[src/rtl/cam_pkg.sv]
package cam_pkg;
   localparam logic [1:0] TAG_VALID = 2'b00;
   localparam logic [1:0] TAG_EMPTY = 2'b01;
   localparam logic [1:0] TAG_SKIP  = 2'b10;

   localparam logic [2:0] OP_IDLE  = 3'd0;
   localparam logic [2:0] OP_LDIDX = 3'd1;
   localparam logic [2:0] OP_WRITE = 3'd2;
   localparam logic [2:0] OP_READ  = 3'd3;
   localparam logic [2:0] OP_CMP   = 3'd4;

   localparam logic [1:0] SRC_BUS   = 2'd0;
   localparam logic [1:0] SRC_IDX   = 2'd1;
   localparam logic [1:0] SRC_FREE  = 2'd2;
   localparam logic [1:0] SRC_MATCH = 2'd3;
endpackage

[src/rtl/cam_entry.sv]
module cam_entry #(
   parameter int WIDTH = 64
) (
   input  logic             clk,
   input  logic             rst_n,
   input  logic             wr_en,
   input  logic [WIDTH-1:0] wr_data,
   input  logic [WIDTH-1:0] wr_keep,
   input  logic [1:0]       wr_tag,
   input  logic [WIDTH-1:0] cmp_key,
   input  logic [WIDTH-1:0] cmp_care,
   input  logic             cmp_forced,
   input  logic [1:0]       cmp_tag,
   output logic [WIDTH-1:0] data,
   output logic [1:0]       tag,
   output logic             hit,
   output logic             is_empty
);
   import cam_pkg::*;

   logic tag_ok;

   always_ff @(posedge clk) begin
      if (!rst_n) begin
         data <= '0;
         tag  <= TAG_EMPTY;
      end else if (wr_en) begin
         data <= (data & wr_keep) | (wr_data & ~wr_keep);
         tag  <= wr_tag;
      end
   end

   always_comb begin
      tag_ok   = cmp_forced ? (tag == cmp_tag) : (tag == TAG_VALID);
      hit      = tag_ok && (((data ^ cmp_key) & cmp_care) == '0);
      is_empty = (tag == TAG_EMPTY);
   end
endmodule

[src/rtl/cam_prio_enc.sv]
module cam_prio_enc #(
   parameter int N  = 16,
   parameter int AW = 4
) (
   input  logic [N-1:0]  vec,
   output logic [AW-1:0] idx,
   output logic          any,
   output logic          multi
);
   always_comb begin
      idx = '0;
      for (int i = N - 1; i >= 0; i--) begin
         if (vec[i]) idx = AW'(i);
      end
      any   = |vec;
      multi = |(vec & (vec - N'(1)));
   end
endmodule

[src/rtl/cam_tag_array.sv]
module cam_tag_array #(
   parameter int ENTRIES = 16,
   parameter int WIDTH   = 64,
   parameter int SEG     = 16,
   parameter bit RAM_LSB = 1'b1,
   localparam int AW     = (ENTRIES > 1) ? $clog2(ENTRIES) : 1,
   localparam int NSEG   = WIDTH / SEG,
   localparam int SPW    = (NSEG > 1) ? $clog2(NSEG) : 1
) (
   input  logic             clk,
   input  logic             rst_n,
   input  logic [2:0]       cmd_op,
   input  logic [1:0]       addr_src,
   input  logic [AW-1:0]    bus_addr,
   input  logic [WIDTH-1:0] wr_data,
   input  logic [1:0]       wr_tag,
   input  logic [WIDTH-1:0] key,
   input  logic [WIDTH-1:0] mask_a,
   input  logic [WIDTH-1:0] mask_b,
   input  logic [1:0]       mask_sel,
   input  logic             cmp_forced,
   input  logic [1:0]       cmp_tag,
   input  logic [SPW-1:0]   ram_segs,
   output logic             match_flag,
   output logic             multi_flag,
   output logic [AW-1:0]    match_addr,
   output logic [AW-1:0]    next_free,
   output logic             free_valid,
   output logic             rd_valid,
   output logic [WIDTH-1:0] rd_data,
   output logic [1:0]       rd_tag
);
   import cam_pkg::*;

   if (WIDTH % SEG != 0) begin : g_bad_seg
      $error("WIDTH must be a multiple of SEG");
   end
   if (ENTRIES < 2) begin : g_bad_depth
      $error("ENTRIES must be at least 2");
   end

   logic [WIDTH-1:0] act_mask;
   logic [WIDTH-1:0] cam_field;
   logic [WIDTH-1:0] care;
   logic [WIDTH-1:0] ent_data [ENTRIES];
   logic [1:0]       ent_tag  [ENTRIES];
   logic [ENTRIES-1:0] hit_vec;
   logic [ENTRIES-1:0] empty_vec;
   logic [ENTRIES-1:0] wr_en_vec;
   logic [AW-1:0]    hit_idx;
   logic             hit_any;
   logic             hit_multi;
   logic [AW-1:0]    idx_reg;
   logic [AW-1:0]    tgt;
   logic             tgt_ok;

   always_comb begin
      unique case (mask_sel)
         2'd0:    act_mask = '0;
         2'd1:    act_mask = mask_a;
         2'd2:    act_mask = mask_b;
         default: act_mask = mask_a | mask_b;
      endcase
   end

   for (genvar b = 0; b < WIDTH; b++) begin : g_field
      if (RAM_LSB) begin : g_lsb
         assign cam_field[b] = (SPW+1)'(b / SEG) >= {1'b0, ram_segs};
      end else begin : g_msb
         assign cam_field[b] = (SPW+1)'(NSEG - 1 - b / SEG) >= {1'b0, ram_segs};
      end
   end

   assign care = cam_field & ~act_mask;

   always_comb begin
      tgt    = '0;
      tgt_ok = 1'b0;
      unique case (addr_src)
         SRC_BUS:   begin tgt = bus_addr;   tgt_ok = 1'b1;       end
         SRC_IDX:   begin tgt = idx_reg;    tgt_ok = 1'b1;       end
         SRC_FREE:  begin tgt = next_free;  tgt_ok = free_valid; end
         default:   begin tgt = match_addr; tgt_ok = match_flag; end
      endcase
      if (int'(tgt) >= ENTRIES) tgt_ok = 1'b0;
   end

   for (genvar e = 0; e < ENTRIES; e++) begin : g_ent
      assign wr_en_vec[e] = (cmd_op == OP_WRITE) && tgt_ok && (tgt == AW'(e));
      cam_entry #(.WIDTH(WIDTH)) u_entry (
         .clk        (clk),
         .rst_n      (rst_n),
         .wr_en      (wr_en_vec[e]),
         .wr_data    (wr_data),
         .wr_keep    (act_mask),
         .wr_tag     (wr_tag),
         .cmp_key    (key),
         .cmp_care   (care),
         .cmp_forced (cmp_forced),
         .cmp_tag    (cmp_tag),
         .data       (ent_data[e]),
         .tag        (ent_tag[e]),
         .hit        (hit_vec[e]),
         .is_empty   (empty_vec[e])
      );
   end

   cam_prio_enc #(.N(ENTRIES), .AW(AW)) u_hit_enc (
      .vec   (hit_vec),
      .idx   (hit_idx),
      .any   (hit_any),
      .multi (hit_multi)
   );

   logic free_multi;
   cam_prio_enc #(.N(ENTRIES), .AW(AW)) u_free_enc (
      .vec   (empty_vec),
      .idx   (next_free),
      .any   (free_valid),
      .multi (free_multi)
   );

   always_ff @(posedge clk) begin
      if (!rst_n) begin
         idx_reg    <= '0;
         match_flag <= 1'b0;
         multi_flag <= 1'b0;
         match_addr <= '0;
         rd_valid   <= 1'b0;
         rd_data    <= '0;
         rd_tag     <= 2'b00;
      end else begin
         rd_valid <= 1'b0;
         unique case (cmd_op)
            OP_LDIDX: idx_reg <= bus_addr;
            OP_CMP: begin
               match_flag <= hit_any;
               multi_flag <= hit_multi;
               match_addr <= hit_any ? hit_idx : '0;
            end
            OP_READ: begin
               if (tgt_ok) begin
                  rd_valid <= 1'b1;
                  rd_data  <= ent_data[tgt];
                  rd_tag   <= ent_tag[tgt];
               end
            end
            default: ;
         endcase
      end
   end
endmodule

[config.mk]
export PLATFORM = sky130hd
export DESIGN_NAME = cam_tag_array
export DESIGN_NICKNAME = d
export VERILOG_FILES = /design/src/rtl/cam_pkg.sv /design/src/rtl/cam_entry.sv /design/src/rtl/cam_prio_enc.sv /design/src/rtl/cam_tag_array.sv
export SDC_FILE = /design/constraint.sdc
export NUM_CORES = 2
export LEC_CHECK = 0
export BUFFER_PORTS_ARGS = -buffer_cell sky130_fd_sc_hd__buf_2
export CAP_MARGIN = 20
export CORE_ASPECT_RATIO = 2
export CORE_MARGIN = 4
export CORE_UTILIZATION = 45
export DETAILED_ROUTE_END_ITERATION = 6
export GPL_TIMING_DRIVEN = 0
export RECOVER_POWER = 25
export SLEW_MARGIN = 25
export SYNTH_ARGS = -nofsm -noshare
export SYNTH_HDL_FRONTEND = slang
export SYNTH_HIERARCHICAL = 1
export SYNTH_SLANG_ARGS = --single-unit
[constraint.sdc]
create_clock -name clk -period 4.8 [get_ports clk]
set_input_delay 0.48 -clock clk [delete_from_list [all_inputs] [get_ports clk]]
set_output_delay 0.48 -clock clk [all_outputs]
set_load 0.01 [all_outputs]
==> results.yml, run 1 <==
die:
  rows: 211
  die-height_um: 584.6
  start_util_pct: 45.26
  num_io_pins: 354
  die_w_um: 296.3
clock_network:
  clock_tree.buffer_depth: 3
  h-tree-depth: 3
  clock-sinks: 1133
  numCtsBuffers: 114
  cts-root-buf: "clkbuf_16"
global_route:
  grtUsageTotal_pct: 71.15
  grt_pass1_vias: 84250
  gr-total-overflow: 786
  grt_pass1_wl_um: 871100
  grt_max_degree: 54
placement:
  portBuffers: 347
  placed_cells: 10610
  gp_congestion: 1.224
  hpwl_um: 400000
yosys:
  ys_warn_count: 6
  syn-cell-area_um2: 74800
  syn_inst: 8029
  syn-num-nets: 8305
  postSynthAreaPerCell_um2: 9.317
outcome:
  lastStage: "global routing"
  toolErrorMsg: "[ERROR GRT-0116] Global routing finished with congestion. Check the congestion regions in the DRC Viewer."
  status: "aborted with a tool error"
[layer usage]
layer | track usage [%] | overflow
met1 | 72.92 | 2
met2 | 88.50 | 476
met3 | 51.99 | 3
met4 | 71.33 | 305
met5 | 16.56 | 0
[timing repair]
| action | in CTS |
|---|---|
| hold buffers | 1 |
| hold endpoints to repair | 1 |
| gates resized for setup | 312 |
| pin swaps | 18 |
| endpoints found under the setup margin | 1063 |
| buffers inserted | 32 |
[through the flow]
step                setup slack (ns)  hold slack, ns  cell area [um2]  utilization (%)
floorplan                     0.6518          0.4775            74800                -
global placement              -4.518          0.4651            79200            47.93
detailed placement            -2.842          0.4718            81530            49.33
CTS                         -0.01073         0.01286            86750            52.49
==> inputs of run 2 (changes only) <==
--- a/config.mk
+++ b/config.mk
@@ -7,11 +7,11 @@
 export LEC_CHECK = 0
 export BUFFER_PORTS_ARGS = -buffer_cell sky130_fd_sc_hd__buf_2
 export CAP_MARGIN = 20
-export CORE_ASPECT_RATIO = 2
 export CORE_MARGIN = 4
-export CORE_UTILIZATION = 45
+export CORE_UTILIZATION = 30
 export DETAILED_ROUTE_END_ITERATION = 6
 export GPL_TIMING_DRIVEN = 0
+export PLACE_DENSITY_LB_ADDON = 0.15
 export RECOVER_POWER = 25
 export SLEW_MARGIN = 25
 export SYNTH_ARGS = -nofsm -noshare
==> run 2 against run 1 <==
Effect of this change: area after synthesis is the same; the flow now finishes, with violations (design-rule violations, negative setup slack); synthesized cell count is the same.
==> results.yml, run 2 <==
outcome:
  status: "complete, but fails checks"
  violations: "design-rule violations, negative setup slack"
power_and_ir_drop:
  p_per_area_nw_per_um2: 290.3
  ir_drop_mv: 0.3472
  p_leak_nw: 33.44
die:
  die-height_um: 507.3
  coreArea_um2: 248400
  start_util_pct: 30.11
  die_area_um2: 257400
  die_w_um: 507.3
  num_io_pins: 354
  rows: 183
timing:
  worst_pin_slew_ns: 1.410
  tns_ns: -0.2373
  max_clock_freq_ghz: 0.2056
  period_share_pct: 101.3
  hold_slack_ns: 0.03598
  fin_skew_ns: 0.05773
  slew_violations: 0
  hold_violations: 0
  setup_viol: 8
  rsz0062_at_grt: "yes"
  setup_slack_ns: -0.06322
  maxSlewHeadroom_pct: 5.672
  period_minus_slack_ns: 4.863
routing:
  drtPass1Iterations: 7
  drt_wl_total_um: 523500
  vias_per_cell: 5.755
  dr_total_vias: 70270
  drt_iter0_markers: 9322
  wl_per_cell_um: 42.87
  ant_nets: 0
  drc: 5
layout:
  stdcell_count: 12210
  layout-drive-gt1-share_pct: 15.66
  nets: 8940
  mostFrequentLayoutCell: "nor2b_1"
  final_cell_mix: "2083 x nor2b_1, 1722 x mux2i_1, 1129 x dfxtp_1, 1007 x xor2_1, 389 x a22oi_1"
  area_delta_synth_final_pct: 20.28
  fillers: 25490
clock_network:
  clk_pin_slew_worst_paths_ns: 0.06
  h-tree-depth: 4
  numCtsBuffers: 151
  clock-sinks: 1133
  clock_tree.buffer_depth: 3
  clock_latency_ns: 0.86
  cts_tree: "built"
  cts-root-buf: "clkbuf_16"
worst_setup_path:
  critical_path.max_fanout: 10
  cp.required_ns: 5.57
  critPathKind: "input port to register"
  cp_slowest_cell: "a211oi_2"
  cp-end-kind: "register"
  critical-path-max-stage-delay_ns: 0.59
  crit_chain: "clkbuf_4 > or2_4 > clkbuf_8 > nor2_4 > buf_4 > a22oi_2 > nand4_1 > or3_4 > nor4_4 > nor2_1 > a211oi_1 > o31ai_1 > a211oi_2 > nand3_1 > a21boi_0"
  start_kind: "input port"
  arrival_ns: 5.64
min_path:
  hold_path_class: "input port to register"
yosys:
  syn-num-nets: 8305
  ys_warn_count: 6
  postSynthAreaPerCell_um2: 9.317
  syn-cell-area_um2: 74800
  syn_inst: 8029
global_route:
  grtUsageTotal_pct: 38.84
  antenna_found_initial: 157
  gr-total-overflow: 0
  grt_pass1_wl_um: 661700
  grt_pass1_vias: 65000
  grt_max_degree: 54
placement:
  hpwl_um: 394300
  gp_congestion: 1.058
  pre_cts_slack_ns: -3.161
  placed_cells: 11780
  portBuffers: 347
flow_run:
  cap_viol_max_count: 0
==> run 2: repair_timing <==
| item | in CTS | in global routing |
|---|---|---|
| hold buffers | 3 | 0 |
| pin swaps | 16 | 25 |
| setup buffers | 23 | 32 |
| resized for setup | 380 | 135 |
| cloned | 0 | 1 |
| hold endpoints to repair | 3 | 0 |
| endpoints found under the setup margin | 1080 | 763 |
==> run 2: worst max-delay path: cells and delay by family <==
kind                   cells  cell delay (ns)
buffers and inverters      3             1.03
AND/OR/NAND/NOR            7             2.38
AO/OA/AOI/OAI              5             1.63
==> run 2: layout make-up <==
| class | count | area (um2) | share of cell area, % |
|---|---|---|---|
| antenna | 101 | 252.7 | 0.2809 |
| buffer | 391 | 2680 | 2.979 |
| clock buffer | 220 | 4308 | 4.788 |
| clock inverter | 48 | 594.3 | 0.6605 |
| inverter | 26 | 135.1 | 0.1502 |
| multi-input combinational | 6477 | 51610 | 57.36 |
| sequential | 1133 | 22690 | 25.21 |
| tap | 3330 | 4167 | 4.631 |
| timing repair buffer | 484 | 3542 | 3.937 |
==> run 2: report_power, final <==
part / switching [W] / internal (W)
combinational: 0.00370 / 0.00121
sequential: 0.0000629 / 0.00945
clock: 0.00514 / 0.00656
==> run 2: routing by layer <==
layer / vias to the layer above / track usage [%] / part of all wire, %
li1: 29280 / - / -
met3: 1250 / 10.82 / 9.6
met1: 35300 / 49.10 / 40
met4: 34 / 26.30 / 8.3
met5: - / 0 / 0.045
met2: 4400 / 57.30 / 42
==> run 2: metrics by stage <==
stage	utilization (%)	total power [W]	area [um2]
global route	36.13	0.02644	89770
detailed placement	33.22	0.01422	82530
finish	36.22	0.02612	89980
global placement	32.49	0.01409	80710
CTS	35.87	0.02594	89110
floorplan	-	0.01138	74800
==> run 2: final timing paths <==
check,start,slack (ns),to,depth (start not counted)
max,ram_segs[1],-0.06,match_addr[1],15
min reg2reg,multi_flag,0.48,multi_flag,2
max reg2reg,g_ent[9].u_entry/tag[1],-0.06,rd_data[40],11
min,bus_addr[3],0.04,idx_reg[3],3
Note: power is estimated with default switching activity, not from simulation.
